--- src/rtl/cal_seq_pkg.sv ---
`timescale 1ns/1ps
package cal_seq_pkg;

    typedef enum logic [2:0] {
        ST_RESET = 3'd0,
        ST_LOAD  = 3'd1,
        ST_CAL   = 3'd2,
        ST_RUN   = 3'd3,
        ST_STBY  = 3'd4,
        ST_SHDN  = 3'd5
    } seq_state_t;

    typedef enum logic [1:0] {
        MODE_ACTIVE = 2'd0,
        MODE_STBY   = 2'd1,
        MODE_SHDN   = 2'd2
    } pwr_mode_t;

endpackage

--- src/rtl/rst_sync_edge.sv ---
`timescale 1ns/1ps
// Reset pin synchroniser: asynchronous assertion, synchronised release,
// plus a one-cycle pulse marking the release on the clock domain.
module rst_sync_edge #(
    parameter int STAGES = 2
) (
    input  logic clk,
    input  logic arst_n,
    output logic rst_q,
    output logic release_pulse
);

    logic [STAGES-1:0] chain;
    logic              rst_q_d;

    generate
        if (STAGES == 1) begin : g_single
            always_ff @(posedge clk or negedge arst_n) begin
                if (!arst_n) chain <= '0;
                else         chain <= 1'b1;
            end
        end else begin : g_multi
            always_ff @(posedge clk or negedge arst_n) begin
                if (!arst_n) chain <= '0;
                else         chain <= {chain[STAGES-2:0], 1'b1};
            end
        end
    endgenerate

    assign rst_q = chain[STAGES-1];

    always_ff @(posedge clk or negedge arst_n) begin
        if (!arst_n) rst_q_d <= 1'b0;
        else         rst_q_d <= rst_q;
    end

    assign release_pulse = rst_q & ~rst_q_d;

endmodule

--- src/rtl/cal_timer.sv ---
`timescale 1ns/1ps
// Stand-in for the calibration engine: counts CAL_CYCLES cycles after start.
module cal_timer #(
    parameter int CAL_CYCLES = 20
) (
    input  logic clk,
    input  logic rst_n,
    input  logic start,
    output logic done
);

    localparam int CW = $clog2(CAL_CYCLES + 1);
    localparam logic [CW-1:0] LOAD_VAL = CW'(CAL_CYCLES - 1);

    logic [CW-1:0] cnt;
    logic          run;

    always_ff @(posedge clk or negedge rst_n) begin
        if (!rst_n) begin
            cnt <= '0;
            run <= 1'b0;
        end else if (start) begin
            cnt <= LOAD_VAL;
            run <= 1'b1;
        end else if (run) begin
            if (cnt == '0) run <= 1'b0;
            else           cnt <= cnt - 1'b1;
        end
    end

    assign done = run && (cnt == '0);

endmodule

--- src/rtl/cal_seq_fsm.sv ---
`timescale 1ns/1ps
module cal_seq_fsm
    import cal_seq_pkg::*;
(
    input  logic       clk,
    input  logic       rst_n,
    input  logic       release_pulse,
    input  logic       soft_rst,
    input  logic       stby_req,
    input  logic       shdn_req,
    input  logic       timer_done,
    output logic       ld_dflt,
    output logic       cal_start,
    output logic       cal_busy,
    output logic       cal_status,
    output logic [1:0] pwr_mode
);

    seq_state_t state, state_nx;
    logic       status_q;

    function automatic seq_state_t mode_target(input logic stby, input logic shdn);
        if (shdn)      return ST_SHDN;
        else if (stby) return ST_STBY;
        else           return ST_RUN;
    endfunction

    // next-state decode
    always_comb begin
        state_nx = state;
        unique case (state)
            ST_RESET: if (release_pulse) state_nx = ST_LOAD;
            ST_LOAD:  state_nx = soft_rst ? ST_LOAD : ST_CAL;
            ST_CAL: begin
                if (soft_rst)        state_nx = ST_LOAD;
                else if (timer_done) state_nx = mode_target(stby_req, shdn_req);
            end
            ST_RUN, ST_STBY, ST_SHDN: begin
                if (soft_rst) state_nx = ST_LOAD;
                else          state_nx = mode_target(stby_req, shdn_req);
            end
            default: state_nx = ST_RESET;
        endcase
    end

    // state and status register
    always_ff @(posedge clk or negedge rst_n) begin
        if (!rst_n) begin
            state    <= ST_RESET;
            status_q <= 1'b0;
        end else begin
            state <= state_nx;
            if (state_nx == ST_LOAD)
                status_q <= 1'b0;
            else if (state == ST_CAL && timer_done)
                status_q <= 1'b1;
        end
    end

    // outputs
    always_comb begin
        ld_dflt   = 1'b0;
        cal_start = 1'b0;
        cal_busy  = 1'b0;
        pwr_mode  = MODE_ACTIVE;
        unique case (state)
            ST_RESET: ;
            ST_LOAD: begin
                ld_dflt   = 1'b1;
                cal_start = 1'b1;
            end
            ST_CAL:  cal_busy = 1'b1;
            ST_RUN:  ;
            ST_STBY: pwr_mode = MODE_STBY;
            ST_SHDN: pwr_mode = MODE_SHDN;
            default: ;
        endcase
    end

    assign cal_status = status_q;

endmodule

--- src/rtl/cal_seq_ctrl.sv ---
`timescale 1ns/1ps
module cal_seq_ctrl #(
    parameter int CAL_CYCLES  = 20,
    parameter int SYNC_STAGES = 2
) (
    input  logic       clk,
    input  logic       rst_pin_n,
    input  logic       soft_rst,
    input  logic       stby_req,
    input  logic       shdn_req,
    output logic       ld_dflt,
    output logic       cal_start,
    output logic       cal_busy,
    output logic       cal_done_pin,
    output logic [1:0] pwr_mode
);

    logic core_rst_n;
    logic rel_pulse;
    logic tmr_done;

    rst_sync_edge #(.STAGES(SYNC_STAGES)) u_sync (
        .clk           (clk),
        .arst_n        (rst_pin_n),
        .rst_q         (core_rst_n),
        .release_pulse (rel_pulse)
    );

    cal_timer #(.CAL_CYCLES(CAL_CYCLES)) u_timer (
        .clk   (clk),
        .rst_n (core_rst_n),
        .start (cal_start),
        .done  (tmr_done)
    );

    cal_seq_fsm u_fsm (
        .clk           (clk),
        .rst_n         (core_rst_n),
        .release_pulse (rel_pulse),
        .soft_rst      (soft_rst),
        .stby_req      (stby_req),
        .shdn_req      (shdn_req),
        .timer_done    (tmr_done),
        .ld_dflt       (ld_dflt),
        .cal_start     (cal_start),
        .cal_busy      (cal_busy),
        .cal_status    (cal_done_pin),
        .pwr_mode      (pwr_mode)
    );

endmodule

--- config.mk ---
export PLATFORM = sky130hd
export DESIGN_NAME = cal_seq_ctrl
export DESIGN_NICKNAME = d
export VERILOG_FILES = /design/src/rtl/cal_seq_pkg.sv /design/src/rtl/rst_sync_edge.sv /design/src/rtl/cal_timer.sv /design/src/rtl/cal_seq_fsm.sv /design/src/rtl/cal_seq_ctrl.sv
export SDC_FILE = /design/constraint.sdc
export NUM_CORES = 1
export LEC_CHECK = 0
export BUFFER_PORTS_ARGS = -buffer_cell sky130_fd_sc_hd__buf_4
export CORE_MARGIN = 4
export CORE_UTILIZATION = 40
export CTS_BUF_LIST = sky130_fd_sc_hd__clkbuf_2
export DETAILED_ROUTE_END_ITERATION = 16
export GPL_TIMING_DRIVEN = 0
export SKIP_CTS_REPAIR_TIMING = 1
export SYNTH_ARGS = -nofsm -noshare
export SYNTH_HDL_FRONTEND = slang
export SYNTH_SLANG_ARGS = --single-unit
--- constraint.sdc ---
create_clock -name clk -period 2.22 [get_ports clk]
set_input_delay 0.111 -clock clk [delete_from_list [all_inputs] [get_ports clk]]
set_output_delay 0.111 -clock clk [all_outputs]
set_load 0.05 [all_outputs]
==> results by group <==
Clocking
  – Sinks on Clock Net: 13
  – Level count of the clock H-tree: 1
  – CTS max path bufs: 2
  – Root Driver: clkbuf_2
  – Num CTS Buffers: 3
  – Clock latency reported for the late side of the worst-skew pair: ~0.27 ns
  – Clock tree from TritonCTS: yes
  – Clock slew seen by the registers of the worst setup and hold paths: 0.13 ns

Drt
  – Number of iterations in the first detailed-routing pass: 4
  – Number of DRC markers in iteration 0: 11
  – Detailed-route wire length: between 1000 and 1500 um
  – Routed wire length per instance: about 13 um
  – Vias after detailed routing: between 500 and 600
  – Per-cell via count in the routed design: roughly 5.4
  – DRC: 0
  – Count of antenna-violating nets left after detailed routing: 0

Pwr
  – Leakage: between 0.3 and 0.4 nW
  – Areal power density over the cells: approximately 1200 nW/um2
  – Max VDD drop: ~0.00055 V

Worst setup path
  – Delay of the slowest critical-path stage: about 0.48 ns
  – Cells along the critical path: or3b_2 -> clkbuf_1 -> inv_1 -> buf_4 -> buf_4
  – Element type at the critical path end: output pin
  – Most numerous cell on the critical path: buf_4
  – Launching element type of the critical path: flip-flop
  – Beginning of the worst register-to-register path: u_timer.cnt[0]$_DFFE_PN0P_
  – Top Family by Delay on Critical Path: buffers and inverters
  – Buffers & Inverters on Critical Path: 4
  – Number of cell instances on the worst register-to-register path: 5
  – Data arrival time at the worst-slack endpoint: roughly 1.8 ns
  – R2r setup slk: a little over 0.3 ns
  – Slowest cell on crit path: or3b_2
  – Number of cells on the critical path: 5
  – Crit path to: ld_dflt
  – Source of the critical timing path: u_fsm.state[2]$_DFF_PN0_
  – Critical-path maximum fanout: 8
  – Endpoint of the most critical register-to-register path: u_timer.cnt[2]$_DFFE_PN0P_
  – Endpoint required time on the critical path: 2.11 ns
  – Setup Crit Path Kind: reg2out

Floorplan
  – Die height: between 40 and 50 um
  – Core outline area: 1540 um2
  – Rows: 14
  – Ports placed on the boundary: 11
  – X dimension of the die: 48.6 um
  – Full die area: around 2400 um2
  – Initial standard-cell utilization of the core: between 40% and 50%

Timing
  – Worst max-slew margin expressed relative to the limit: 37.2%
  – Final period util: between 80 and 90%
  – Fin Setup TNS: 0 ns
  – Fmax: 513 MHz
  – Setup Skew: 0.00838 ns
  – Unrepaired setup endpoints after global routing: false
  – Final number of hold-violating endpoints: 0
  – Tmin final: between 1.5 and 2 ns
  – Number of setup violations in the final report: 0
  – Max-slew violations: 0
  – Transition time at the pin with the least slew margin: just over 0.9 ns

Finish
  – Relative area change from synthesis to final layout: 20.5%
  – Layout Nets: 89
  – Fraction of layout cells with a size suffix above 1: 19.8%
  – Post-Layout Inst Area: 796 um2
  – Antenna Cells: 0

GRT
  – Number of antenna violations at the first check in global routing: 0
  – GRT Overall Usage: 12.2%
  – Most Used Layer, Global Route: met2
  – Met3 track demand over resource: ~3.4%
  – Via count of the first global-routing pass: approximately 500
  – Pin count of the biggest net entering global routing: 13
  – Wire length of the first global-routing pass: between 2000 and 2500 um
  – M2 GR Usage: ~17%
  – Congestion Overflow GR: 0
  – Global routing met1 resource utilization: between 15 and 20%

Placed design
  – Buffers on Ports: 10
  – Placed instance area: between 700 and 800 um2
  – Hpwl dp: roughly 930 um
  – Routability congestion estimate: 0.782

Run
  – Max-cap check violation count: 0

Synth
  – Number of nets produced by synthesis: 72
  – Number of warnings printed during yosys synthesis: 0
  – Area leader, netlist: dfrtp_1
  – Area fraction of the dominant cell type after synthesis: 49.2%
  – Average footprint of a synthesized cell: between 10 and 15 um2
  – Number of distinct library cell variants in the gate-level netlist after synthesis: 32
  – Cells after synthesis: 65
  – Top area cells in the synthesized netlist: dfrtp_1 (49%), ha_1 (3.8%), o21ai_0 (3.8%)
  – Fraction of the yosys area taken by sequential cells: roughly half
  – Area of the mapped netlist: roughly 660 um2
  – Synthesized flop and latch total: 13

Worst hold path
  – Worst min path class: in2reg
  – Worst hold path depth: 4

Run status
  – Status: finished, final reports clean
[routing by layer]
layer / vias up / wire [um] / part of all wire (%)
li1: 272 / - / -
met1: 249 / 635 / 49
met2: 4 / 605 / 47
met3: 2 / 29 / 2.3
met4: 0 / 14 / 1.1
met5: - / 0 / 0
[cells in the final DEF, fill, tap and decap left out]
| master | Yosys | final |
|---|---|---|
| a31oi_1 | 1 | 1 |
| a311o_1 | 1 | 1 |
| o41ai_1 | 1 | 1 |
| dlygate4sd3_1 | 0 | 2 |
| nor2b_1 | 3 | 3 |
| o211ai_1 | 2 | 2 |
| o21ai_0 | 5 | 5 |
| nor4b_1 | 2 | 2 |
| a41o_1 | 1 | 1 |
| ha_1 | 2 | 2 |
| and2_1 | 1 | 1 |
| buf_4 | 1 | 11 |
| a21oi_1 | 2 | 2 |
| nand3_1 | 2 | 2 |
| a21o_1 | 1 | 1 |
| inv_1 | 6 | 6 |
| a221oi_1 | 1 | 1 |
| or4_1 | 1 | 1 |
| nor3_1 | 2 | 2 |
| or3_1 | 3 | 3 |
| nand2_1 | 1 | 1 |
| or3b_2 | 1 | 1 |
| o21a_1 | 1 | 1 |
| and3_1 | 1 | 1 |
| nor3b_1 | 2 | 2 |
| nor2_1 | 2 | 2 |
| nor4bb_1 | 1 | 1 |
| conb_1 | 1 | 1 |
| clkbuf_2 | 0 | 4 |
| nand2b_1 | 1 | 1 |
| clkbuf_1 | 1 | 1 |
| or4b_1 | 1 | 1 |
| dfrtp_1 | 13 | 13 |
| a21boi_0 | 1 | 1 |
[per-stage QoR]
step	hold slack [ns]	setup WS (ns)	util (%)	total power [mW]	instances
floorplan	-0.185	0.0164	-	0.748	65
global placement	-0.100	0.332	49.0	0.873	91
detailed placement	-0.0983	0.346	49.0	0.878	91
CTS	-0.417	0.228	50.3	1.01	95
global route	0.116	0.127	51.6	1.08	97
finish	0.129	0.271	51.6	0.993	97
[how the worst min path moves through the flow]
stage | startpoint | end | slack [ns]
after floorplan | rst_pin_n | u_sync.chain[0]$_DFF_PN0_ | -0.18
after global placement | rst_pin_n | u_sync.rst_q_d$_DFF_PN0_ | -0.10
after detailed placement | rst_pin_n | u_sync.rst_q_d$_DFF_PN0_ | -0.1
after CTS | rst_pin_n | u_sync.chain[0]$_DFF_PN0_ | -0.42
after global routing | stby_req | u_fsm.state[1]$_DFF_PN0_ | 0.12
final | stby_req | u_fsm.state[1]$_DFF_PN0_ | 0.13
[cells in the mapped netlist]
cell	n
nor2_1	2
or4b_1	1
a311o_1	1
nand2b_1	1
o41ai_1	1
inv_1	6
nor3_1	2
nor2b_1	3
nand3_1	2
o21ai_0	5
a21boi_0	1
a41o_1	1
ha_1	2
or3b_2	1
or4_1	1
nand2_1	1
a221oi_1	1
or3_1	3
nor3b_1	2
buf_4	1
o21a_1	1
dfrtp_1	13
a21o_1	1
a21oi_1	2
and2_1	1
conb_1	1
and3_1	1
a31oi_1	1
nor4bb_1	1
o211ai_1	2
nor4b_1	2
clkbuf_1	1
[final cells by class]
class                      instances  area, um2
buffer                             2       11.3
clock buffer                       4       20.0
fill                             169        746
inverter                           6       22.5
multi-input combinational         44        302
sequential                        13        325
tap                               16       20.0
timing repair buffer              12       95.1
[report_power, final]
part	total, mW	switching (mW)	internal, mW
logic	0.492	0.289	0.203
registers	0.379	0.0783	0.301
clock network	0.122	0.0746	0.0478
[logic make-up after synthesis]
logic type	share of synthesized area (%)
buf+inv	5.11
other cells	0.568
fa+ha+maj	3.79
compound gates	17.6
flops	49.2
simple gates	23.7
[sequential cells by signal, summed over array words and instances, names as in the netlist]
name / flops
u_timer.cnt: 5
u_sync.rst_q_d: 1
u_sync.chain: 2
u_timer.run: 1
u_fsm.state: 3
u_fsm.cal_status: 1
[tightest hold or removal path, delay by kind of cell]
kind                   cells  cell delay [ns]
AO/OA/AOI/OAI              2             0.15
buffers and inverters      1             0.08
AND/OR/NAND/NOR            1             0.04
No activity file was read; power rests on OpenSTA's default activity.
